## src/rtl/lsg_pkg.sv

```systemverilog
package lsg_pkg;
    localparam int CFG_W = 16;

    typedef enum logic [2:0] {
        ST_IDLE,
        ST_LEAD,
        ST_GATE,
        ST_TRAIL,
        ST_SHIFT
    } seq_state_t;

    typedef struct packed {
        logic [CFG_W-1:0] half_len;
        logic [CFG_W-1:0] gate_len;
        logic [CFG_W-1:0] lead_len;
        logic [CFG_W-1:0] trail_len;
        logic [CFG_W-1:0] rst_len;
    } lsg_timing_t;

    typedef struct packed {
        logic ext_rst;
        logic hold_en;
    } lsg_mode_t;

    function automatic logic seg_last(input logic [CFG_W-1:0] tmr,
                                      input logic [CFG_W-1:0] len);
        return (tmr + 1'b1) == len;
    endfunction
endpackage

```

## src/rtl/lsg_cfg_chk.sv

```systemverilog
module lsg_cfg_chk
    import lsg_pkg::*;
#(
    parameter int MIN_HALF  = 4,
    parameter int MIN_GATE  = 120,
    parameter int MIN_LEAD  = 20,
    parameter int MIN_TRAIL = 120,
    parameter int MIN_RST   = 3
) (
    input  lsg_timing_t timing_i,
    input  lsg_mode_t   mode_i,
    output logic        err_o
);
    logic short_any;
    logic rst_bad;

    always_comb begin
        short_any = (timing_i.half_len  < CFG_W'(MIN_HALF))
                  | (timing_i.gate_len  < CFG_W'(MIN_GATE))
                  | (timing_i.lead_len  < CFG_W'(MIN_LEAD))
                  | (timing_i.trail_len < CFG_W'(MIN_TRAIL));
        rst_bad   = mode_i.ext_rst &
                    ((timing_i.rst_len < CFG_W'(MIN_RST)) |
                     (timing_i.rst_len > timing_i.half_len));
        err_o     = short_any | rst_bad | (mode_i.ext_rst & mode_i.hold_en);
    end
endmodule

```

## src/rtl/lsg_seq.sv

```systemverilog
module lsg_seq
    import lsg_pkg::*;
(
    input  logic        clk,
    input  logic        rst,
    input  logic        start_i,
    input  logic        cfg_err_i,
    input  lsg_timing_t timing_i,
    input  lsg_mode_t   mode_i,
    input  logic        line_done_i,
    output seq_state_t  state_o,
    output lsg_timing_t timing_o,
    output lsg_mode_t   mode_o
);
    seq_state_t       state_q, state_n;
    logic [CFG_W-1:0] tmr_q, tmr_n;
    logic             pend_q, pend_n;
    logic             launch;
    lsg_timing_t      timing_q;
    lsg_mode_t        mode_q;

    always_comb begin
        state_n = state_q;
        tmr_n   = tmr_q + 1'b1;
        pend_n  = pend_q | (start_i & (state_q != ST_IDLE));
        launch  = 1'b0;
        case (state_q)
            ST_IDLE: begin
                tmr_n = '0;
                if ((start_i | pend_q) & ~cfg_err_i) launch = 1'b1;
            end
            ST_LEAD: if (seg_last(tmr_q, timing_q.lead_len)) begin
                state_n = ST_GATE;
                tmr_n   = '0;
            end
            ST_GATE: if (seg_last(tmr_q, timing_q.gate_len)) begin
                state_n = ST_TRAIL;
                tmr_n   = '0;
            end
            ST_TRAIL: if (seg_last(tmr_q, timing_q.trail_len)) begin
                state_n = ST_SHIFT;
                tmr_n   = '0;
            end
            ST_SHIFT: begin
                tmr_n = '0;
                if (line_done_i) begin
                    if (pend_q & ~cfg_err_i) launch = 1'b1;
                    else state_n = ST_IDLE;
                end
            end
            default: state_n = ST_IDLE;
        endcase
        if (launch) begin
            state_n = ST_LEAD;
            tmr_n   = '0;
            pend_n  = 1'b0;
        end
    end

    always_ff @(posedge clk) begin
        if (rst) begin
            state_q  <= ST_IDLE;
            tmr_q    <= '0;
            pend_q   <= 1'b0;
            timing_q <= '0;
            mode_q   <= '0;
        end else begin
            state_q <= state_n;
            tmr_q   <= tmr_n;
            pend_q  <= pend_n;
            if (launch) begin
                timing_q <= timing_i;
                mode_q   <= mode_i;
            end
        end
    end

    assign state_o  = state_q;
    assign timing_o = timing_q;
    assign mode_o   = mode_q;

    // a request during a line is never dropped
    assert_pend_capture_R9: assert property (@(posedge clk) disable iff (rst)
        (start_i && state_q != ST_IDLE && !pend_q) |=> pend_q);

    assert_blocked_start_R8: assert property (@(posedge clk) disable iff (rst)
        (state_q == ST_IDLE && cfg_err_i && !pend_q) |=> state_q == ST_IDLE);

    assert_cfg_frozen_R10: assert property (@(posedge clk) disable iff (rst)
        (state_q == ST_GATE) |=> $stable(timing_q) && $stable(mode_q));
endmodule

```

## src/rtl/lsg_pix.sv

```systemverilog
module lsg_pix
    import lsg_pkg::*;
#(
    parameter int NPIX  = 8042,
    parameter int PIX_W = 13
) (
    input  logic             clk,
    input  logic             rst,
    input  logic             run_i,
    input  logic [CFG_W-1:0] half_len_i,
    input  logic [CFG_W-1:0] rst_len_i,
    input  logic             ext_i,
    output logic             pclk_o,
    output logic             rs_n_o,
    output logic [PIX_W-1:0] idx_o,
    output logic             first_o,
    output logic             done_o
);
    logic [CFG_W-1:0] hcnt_q;
    logic             hi_q;
    logic [PIX_W-1:0] idx_q;
    logic             half_end;

    assign half_end = seg_last(hcnt_q, half_len_i);
    assign done_o   = run_i & hi_q & half_end & (idx_q == PIX_W'(NPIX - 1));

    always_ff @(posedge clk) begin
        if (rst || !run_i || done_o) begin
            hcnt_q <= '0;
            hi_q   <= 1'b0;
            idx_q  <= '0;
        end else if (half_end) begin
            hcnt_q <= '0;
            hi_q   <= ~hi_q;
            if (hi_q) idx_q <= idx_q + 1'b1;
        end else begin
            hcnt_q <= hcnt_q + 1'b1;
        end
    end

    assign pclk_o  = ~(run_i & ~hi_q);
    assign rs_n_o  = ~(ext_i & run_i & hi_q & (hcnt_q < rst_len_i));
    assign idx_o   = idx_q;
    assign first_o = run_i & ~hi_q & (hcnt_q == '0) & (idx_q == '0);

    assert_idx_range_R4: assert property (@(posedge clk) disable iff (rst)
        run_i |-> idx_q < PIX_W'(NPIX));
endmodule

```

## src/rtl/lsg_top.sv

```systemverilog
module lsg_top
    import lsg_pkg::*;
#(
    parameter int NPIX      = 8042,
    parameter int MIN_HALF  = 4,
    parameter int MIN_GATE  = 120,
    parameter int MIN_LEAD  = 20,
    parameter int MIN_TRAIL = 120,
    parameter int MIN_RST   = 3,
    localparam int PIX_W    = $clog2(NPIX + 1)
) (
    input  logic             clk,
    input  logic             rst,
    input  logic             start_i,
    input  logic [CFG_W-1:0] half_len_i,
    input  logic [CFG_W-1:0] gate_len_i,
    input  logic [CFG_W-1:0] lead_len_i,
    input  logic [CFG_W-1:0] trail_len_i,
    input  logic [CFG_W-1:0] rst_len_i,
    input  logic             ext_rst_i,
    input  logic             hold_en_i,
    output logic             busy_o,
    output logic             line_start_o,
    output logic [PIX_W-1:0] pix_idx_o,
    output logic             cfg_err_o,
    output logic             pclk_o,
    output logic             gate_o,
    output logic             rsel_o,
    output logic             rs_sh_o
);
    lsg_timing_t timing_in, timing_q;
    lsg_mode_t   mode_in, mode_q;
    seq_state_t  state;
    logic        line_done;
    logic        rs_n;

    assign timing_in = '{half_len: half_len_i, gate_len: gate_len_i,
                         lead_len: lead_len_i, trail_len: trail_len_i,
                         rst_len: rst_len_i};
    assign mode_in   = '{ext_rst: ext_rst_i, hold_en: hold_en_i};

    lsg_cfg_chk #(
        .MIN_HALF(MIN_HALF), .MIN_GATE(MIN_GATE), .MIN_LEAD(MIN_LEAD),
        .MIN_TRAIL(MIN_TRAIL), .MIN_RST(MIN_RST)
    ) chk_i (
        .timing_i(timing_in),
        .mode_i  (mode_in),
        .err_o   (cfg_err_o)
    );

    lsg_seq seq_i (
        .clk        (clk),
        .rst        (rst),
        .start_i    (start_i),
        .cfg_err_i  (cfg_err_o),
        .timing_i   (timing_in),
        .mode_i     (mode_in),
        .line_done_i(line_done),
        .state_o    (state),
        .timing_o   (timing_q),
        .mode_o     (mode_q)
    );

    lsg_pix #(.NPIX(NPIX), .PIX_W(PIX_W)) pix_i (
        .clk       (clk),
        .rst       (rst),
        .run_i     (state == ST_SHIFT),
        .half_len_i(timing_q.half_len),
        .rst_len_i (timing_q.rst_len),
        .ext_i     (mode_q.ext_rst),
        .pclk_o    (pclk_o),
        .rs_n_o    (rs_n),
        .idx_o     (pix_idx_o),
        .first_o   (line_start_o),
        .done_o    (line_done)
    );

    assign busy_o  = (state != ST_IDLE);
    assign gate_o  = (state == ST_GATE);
    assign rsel_o  = mode_q.ext_rst;
    assign rs_sh_o = mode_q.ext_rst ? rs_n : mode_q.hold_en;

    assert_gate_clk_idle_R3: assert property (@(posedge clk) disable iff (rst)
        gate_o |-> pclk_o);

    assert_clk_in_line_R4: assert property (@(posedge clk) disable iff (rst)
        !pclk_o |-> busy_o);

    assert_line_mark_R5: assert property (@(posedge clk) disable iff (rst)
        line_start_o |-> (!pclk_o && pix_idx_o == '0));

    assert_rs_high_half_R6: assert property (@(posedge clk) disable iff (rst)
        !rs_sh_o && rsel_o |-> (pclk_o && busy_o));

    assert_hold_level_R7: assert property (@(posedge clk) disable iff (rst)
        (busy_o && !rsel_o && !pclk_o) |-> rs_sh_o == $past(rs_sh_o));
endmodule

```

## config.mk

```make
export PLATFORM = sky130hd
export DESIGN_NAME = lsg_top
export DESIGN_NICKNAME = d
export VERILOG_FILES = /design/src/rtl/lsg_pkg.sv /design/src/rtl/lsg_cfg_chk.sv /design/src/rtl/lsg_seq.sv /design/src/rtl/lsg_pix.sv /design/src/rtl/lsg_top.sv
export SDC_FILE = /design/constraint.sdc
export NUM_CORES = 1
export LEC_CHECK = 0
export BUFFER_PORTS_ARGS = -buffer_cell sky130_fd_sc_hd__buf_2
export CAP_MARGIN = 20
export CORE_ASPECT_RATIO = 1.4
export CORE_UTILIZATION = 30
export CTS_CLUSTER_SIZE = 24
export DETAILED_ROUTE_END_ITERATION = 8
export GPL_TIMING_DRIVEN = 1
export PLACE_DENSITY = 0.59
export SLEW_MARGIN = 0
export SYNTH_ARGS = -nofsm -noshare
export SYNTH_HDL_FRONTEND = slang
export SYNTH_SLANG_ARGS = --single-unit
```

## constraint.sdc

```tcl
create_clock -name clk -period 3.6 [get_ports clk]
set_clock_uncertainty 0.2 [all_clocks]
set_input_delay 0.36 -clock clk [delete_from_list [all_inputs] [get_ports clk]]
set_output_delay 0.36 -clock clk [all_outputs]
set_load 0.005 [all_outputs]
```

==> results of run 1 <==
## registers in the layout, summed over array words and instances, names as in the netlist
name            cells
pix_i.hcnt_q       16
pix_i.hi_q          1
pix_i.idx_o        13
seq_i.mode_o        2
seq_i.pend_q        1
seq_i.state_o       3
seq_i.timing_o     80
seq_i.tmr_q        16
## how the worst max path moves through the flow
stage                    endpoint  slack [ns]  depth (start not counted)
2_1_floorplan     seq_i.tmr_q[13]        0.18                         13
4_1_cts           seq_i.tmr_q[11]        0.08                         10
6_report       seq_i.timing_o[78]        0.17                         12
3_3_place_gp   seq_i.timing_o[52]        0.08                         12
3_5_place_dp   seq_i.timing_o[52]        0.09                         12
5_1_grt            seq_i.tmr_q[1]       -0.02                         12
## per-layer routing
metal	share of wire, %	GRT usage, %	wire [um]	vias to the layer above
met2	56	38.5	15900	169
met4	5.4	11.6	1530	0
met5	0	0	0	-
met3	2.3	3.09	667	77
met1	36	18.4	10300	3964
li1	-	-	-	4111
## synth_stat cells (6+ instances only)
| cell type | number | area share, % |
|---|---|---|
| a211oi_1 | 21 | 1.8 |
| a21oi_1 | 112 | 6.5 |
| and3_1 | 14 | 1.0 |
| and4_1 | 6 | 0.61 |
| buf_2 | 13 | 0.76 |
| buf_6 | 7 | 0.92 |
| clkbuf_1 | 48 | 2.1 |
| dfxtp_1 | 132 | 31 |
| ha_1 | 37 | 5.4 |
| inv_1 | 52 | 2.3 |
| nand2_1 | 35 | 1.5 |
| nand2b_1 | 9 | 0.65 |
| nand3_1 | 29 | 1.7 |
| nand4_1 | 29 | 2.1 |
| nor2_1 | 53 | 2.3 |
| nor2b_1 | 10 | 0.73 |
| nor3_1 | 18 | 1.0 |
| nor4_1 | 28 | 2.0 |
| o2111ai_1 | 6 | 0.61 |
| o21ai_0 | 106 | 6.2 |
| or3_1 | 22 | 1.6 |
| or3b_1 | 66 | 6.7 |
| or4_1 | 10 | 0.87 |
| xnor2_1 | 49 | 5.0 |
| xnor3_1 | 8 | 2.1 |
| xor2_1 | 22 | 2.2 |
## where the power goes
group          switching (W)  leakage [nW]  internal [W]  total (W)
logic               0.000349          2.60      0.000292   0.000641
clock network       0.000714         0.307       0.00121    0.00192
registers          0.0000740          1.07       0.00153    0.00161
total                0.00114          3.99       0.00303    0.00417
## layout make-up
class,count,area [um^2],area share [%]
Sequential cell,132,2640,24.8
Clock buffer,19,453,4.26
Timing Repair Buffer,185,1230,11.6
Inverter,53,199,1.87
Tap cell,375,469,4.41
Multi-Input combinational cell,781,5450,51.2
Clock inverter,13,195,1.83
## cells in the final DEF (no fill, tap or decap), types with 36 or more instances in the layout
cell type / count
or3b_1: 66
nor2_1: 53
xnor2_1: 48
dfxtp_1: 131
buf_4: 72
inv_1: 52
buf_2: 104
ha_1: 36
o21ai_0: 106
a21oi_1: 112
## per-stage QoR
step                worst slack [ns]  cell area [um^2]  instances  TNS, ns
global route                 -0.0212             10600       1558  -0.0267
floorplan                      0.179              8600       1043        0
CTS                           0.0780             10600       1555        0
global placement              0.0776              9910       1522        0
detailed placement            0.0917              9910       1522        0
finish                         0.173             10600       1558        0
## worst min-delay path, delay by kind of cell
kind | cells | cell delay [ns]
simple gates | 1 | 0.15
buf+inv | 1 | 0.10
compound gates | 1 | 0.05
## what timing repair did
item | CTS | global route
gates resized for setup | 0 | 9
hold buffers | 1 | 0
setup buffers | 0 | 3
endpoints found under the setup margin | 0 | 78
hold endpoints to repair | 1 | 0
## logic make-up (layout without fill, tap and decap cells)
| group | after synthesis | after routing |
|---|---|---|
| compound gates | 302 | 302 |
| fa+ha+maj | 38 | 38 |
| flops | 132 | 132 |
| simple gates | 359 | 359 |
| xor+xnor | 80 | 80 |
| buf+inv | 130 | 270 |
| mux | 2 | 2 |
==> run metrics, run 1 <==
Hold Crit Class in2reg; # setup viols final 0; # H-tree levels 4; antenna-violating nets left 0; fillers 2979; number of synthesized flops with an enable pin 0; worst setup path class reg2reg; Top delay family on crit path compound AO/OA/AOI/OAI gates; Post-layout nets 1292; Crit. End Element flip-flop; largest fanout on the critical path 108; FF+latch count, synth 132; Hold Violations, Final 0; n_diodes 0; Num CTS Buffers 17; Worst Hold Depth 3; gpl congestion 0.913; Tot Pwr 0.00417 W; Startpoint Class flip-flop; die extent in x 145 um; vias per inst 5.34; register area share after synthesis 30.7%; distinct cell type count after synthesis 79; worst vdd rail ir drop 0.331 mV; Mapped Nets 1165; Die H 202 um; crit-path max cell delay 0.43 ns; worst hold endpoint seq_i.timing_o[40]; Num Clock Sinks 132; first-pass GRT wire length 44100 um; Yosys warning count 0; Area Overhead vs Synth 23.8%; CP cell instances inv_1, ha_1, xor2_1, a311o_1, nor4_1, buf_4, nand4_1, a2111oi_4, a41oi_4, buf_12, or3_1, a21oi_1; slowest cell on the critical path or3_1; post-layout util 37.6%; reg-to-reg setup timing slack 0.17 ns; status completed; fmax 0.292 GHz; CTS clk-pin slew, worst paths 0.07 ns; number of global-route vias before repair 8165; final wirelength 28400 um; Leak 3.99 nW; 1st-iter DRT viols 532; XOR/XNOR share of the synthesized area 9.52%; hold path startpoint lead_len_i[8]; Tightest Pin Transition 0.737 ns; RSZ-0062 raised after global routing yes; Buf+Inv Stages, Crit Path 3; via count 8321; Critical R2R Capture seq_i.timing_o[78]; CTS tree built; initial antenna violation count 0; hold slack 0.0685 ns; Max-Cap Viols 0; worst rel slew slack 50.9%; drt wl/cell 18.2 um; # rows 73; min Tclk post-route 3.43 ns; synthesized area 8600 um^2; critical path arrival 3.58 ns; Post-DP HPWL 22000 um; I/O Pins 105; ys flop type dfxtp_1; die area 29300 um^2; CP required 3.75 ns; 1st-pass router iterations 5; largest net degree at the start of global routing 109; PwrDens 392 nW/um^2; post-synthesis compound-gate area fraction 20.9%; Final Max Slew Viols 0; share of cells above drive strength 1 20.8%; Initial Util 30.4%; Simple-Gate Fraction of Synth Area 26.4%; Core Area 28300 um^2; CTS root buffer clkbuf_16; DRC viols 0; Avg Cell Area, Syn 8.24 um^2; largest family of logic cells by synthesized area simple AND/OR/NAND/NOR gates; post-synthesis instance total 1043; Max clock buf depth 2; mux cell area share after synthesis 0.233%; Skew-Pair Late Insertion Delay 0.43 ns; R2R cell count 12; Adder-Cell Fraction of Synth Area 5.50%; R2R Path Start pix_i.hcnt_q[0]; ys async rst share 0%; fin crit share 95.2%; grt ovf 0; critical path launch point pix_i.hcnt_q[0]; IO Port Bufs 104; GR Util All Layers 19.4%
(Power assumes the default switching activity.)
==> inputs of run 2 (changes only) <==
- CTS_BUF_LIST: not set -> sky130_fd_sc_hd__clkbuf_8
- REMOVE_ABC_BUFFERS: not set -> 1
==> run 2 against run 1 <==
Sequential share of layout area rose by 0.73 points. Worst hold slack got worse by 0.026 ns. Non-clock buffer count fell by 11. Highest routed layer is now met5. Utilization fell by 1.1 points. Largest power group is now sequential cells. Cell area fell by 2.9%.
==> run metrics, run 2 (same netlist as run 1, synthesis figures left out) <==
status completed; worst vdd rail ir drop 0.216 mV (-35%); Max-Cap Viols 0 (unchanged); worst setup path class reg2reg; worst rel slew slack 56.2% (+5.3 points); commonest cells after routing, fill and taps aside dfxtp_1 (131), a21oi_1 (112), o21ai_0 (106); I/O Pins 105 (unchanged); Num CTS Buffers 17 (unchanged); Skew-Pair Late Insertion Delay 0.45 ns (+0.02 ns); Comb pwr share 17.1% (+1.7 points); CTS clk-pin slew, worst paths 0.09 ns (+0.02 ns); Crit. End Element flip-flop; multi-input logic area 5440 um^2 (-0.23%); die extent in x 145 um (unchanged); fin area 10300 um^2 (-2.9%); Startpoint Class flip-flop; Area Overhead vs Synth 20.2%; largest net degree at the start of global routing 92 (-16%); Final Max Slew Viols 0 (unchanged); grt ovf 0 (unchanged); CTS tree built; placed inst area 9830 um^2 (-0.81%); n_diodes 0 (unchanged); pre-CTS setup slack 0.0278 ns (-0.0639 ns); Hold Crit Class in2reg; first-pass GRT wire length 43700 um (-0.94%); PwrDens 356 nW/um^2 (-9.3%); GR Util All Layers 19.0% (-0.38 points); # setup viols final 0 (unchanged); switching part of the total power 29.7% (+2.4 points); Tot Pwr 0.00368 W (-12%); vias per inst 5.38 (+0.82%); drt wl/cell 18.1 um (-0.72%); CP cell instances nand4_4, or4_4, xnor2_2, o21ai_1, or4_1, or4_4, o2111ai_2, buf_12, a211oi_1; CP dominant cell by count or4_4; Post-DP HPWL 21700 um (-1.5%); Sequential cell area 2640 um^2 (unchanged); share of cells above drive strength 1 19.9% (-0.91 points); post-route setup slack 0.0835 ns (-0.0894 ns); critical path arrival 3.62 ns (+0.04 ns); Tightest Pin Transition 0.657 ns (-0.0802 ns); largest fanout on the critical path 16 (-85%); Reg power frac 43.6% (+5.1 points); fillers 3017 (+1.3%); # H-tree levels 4 (unchanged); antenna-violating nets left 0 (unchanged); final wirelength 28000 um (-1.4%); fin crit share 97.7% (+2.5 points); max reg flops 80 (unchanged); 1st-pass router iterations 5 (unchanged); number of global-route vias before repair 8117 (-0.59%); CTS root buffer clkbuf_8; hold slack 0.0421 ns (-0.0264 ns); slowest cell on the critical path dfxtp_1; Clock power frac 39.3% (-6.8 points); gpl congestion 0.942 (+3.2%); RSZ-0062 raised after global routing no; min Tclk post-route 3.52 ns (+0.0894 ns); # rows 73 (unchanged); reg-to-reg setup timing slack 0.08 ns (-0.09 ns); Post-layout nets 1281 (-0.85%); die area 29300 um^2 (unchanged); DRC viols 0 (unchanged); via count 8330 (+0.11%); 1st-iter DRT viols 505 (-5.1%); Hold Violations, Final 0 (unchanged); most common cell after layout, fill and taps aside dfxtp_1; CP required 3.71 ns (-0.04 ns); Initial Util 30.4% (unchanged); fmax 0.284 GHz (-2.5%); Core Area 28300 um^2 (unchanged); Die H 202 um (unchanged); initial antenna violation count 1 (+1); Num Clock Sinks 132 (unchanged); Max clock buf depth 2 (unchanged); Leak 3.85 nW (-3.5%); Switch Pwr 0.00109 W (-4.1%); IO Port Bufs 104 (unchanged); crit-path max cell delay 0.65 ns (+0.22 ns); Power Internal 0.00259 W (-15%)
run 2: metrics by stage:
| step | utilization [%] | TNS, ns | cells |
|---|---|---|---|
| 4_1_cts | 36.3 | 0 | 1546 |
| 6_report | 36.5 | 0 | 1547 |
| 2_1_floorplan | - | -172.13 | 966 |
| 3_5_place_dp | 34.7 | 0 | 1513 |
| 5_1_grt | 36.5 | 0 | 1547 |
| 3_3_place_gp | 34.7 | 0 | 1513 |
run 2: metal layers:
metal,GRT usage [%],share of wire (%),vias to the layer above
li1,-,-,4071
met1,20.1,38,3998
met2,37.0,55,208
met3,2.71,3.4,51
met4,8.01,3.6,2
met5,0,0.046,-
run 2: timing repair:
action | in CTS | in global routing
buffers inserted | 0 | 1
setup endpoints to repair | 0 | 103
hold buffers | 1 | 0
gates resized for setup | 0 | 10
hold endpoints to repair | 1 | 0
run 2: power by group through the flow:
| stage | logic (W) | registers, W | clock network, W |
|---|---|---|---|
| 6_report | 0.000630 | 0.00160 | 0.00145 |
| 5_1_grt | 0.000696 | 0.00161 | 0.00154 |
| 4_1_cts | 0.000629 | 0.00160 | 0.00148 |
| 3_5_place_dp | 0.000625 | 0.00163 | 0 |
| 3_3_place_gp | 0.000614 | 0.00163 | 0 |
| 2_1_floorplan | 0.000366 | 0.00161 | 0 |
run 2: path summary, 6_finish.rpt:
path,start,endpoint,depth (start not counted)
setup / recovery,seq_i.tmr_q[3],seq_i.tmr_q[11],9
hold / removal,gate_len_i[1],seq_i.timing_o[49],3
setup reg to reg,seq_i.tmr_q[3],seq_i.tmr_q[11],9
hold reg to reg,pix_i.hcnt_q[0],pix_i.hcnt_q[0],1
run 2: cell type report:
cell class,count,area share (%)
clock buffer,18,2.40
clock inverter,14,1.94
inverter,53,1.92
multi-input combinational,781,52.6
sequential,132,25.6
tap,375,4.54
timing repair buffer,174,11.0
run 2: critical path: cells and delay by family, from the launching register on:
kind	cells	cell delay [ns]
buffers and inverters	1	0.19
XOR/XNOR	1	0.15
flip-flops	1	0.65
AND/OR/NAND/NOR	4	1.82
AO/OA/AOI/OAI	3	0.34
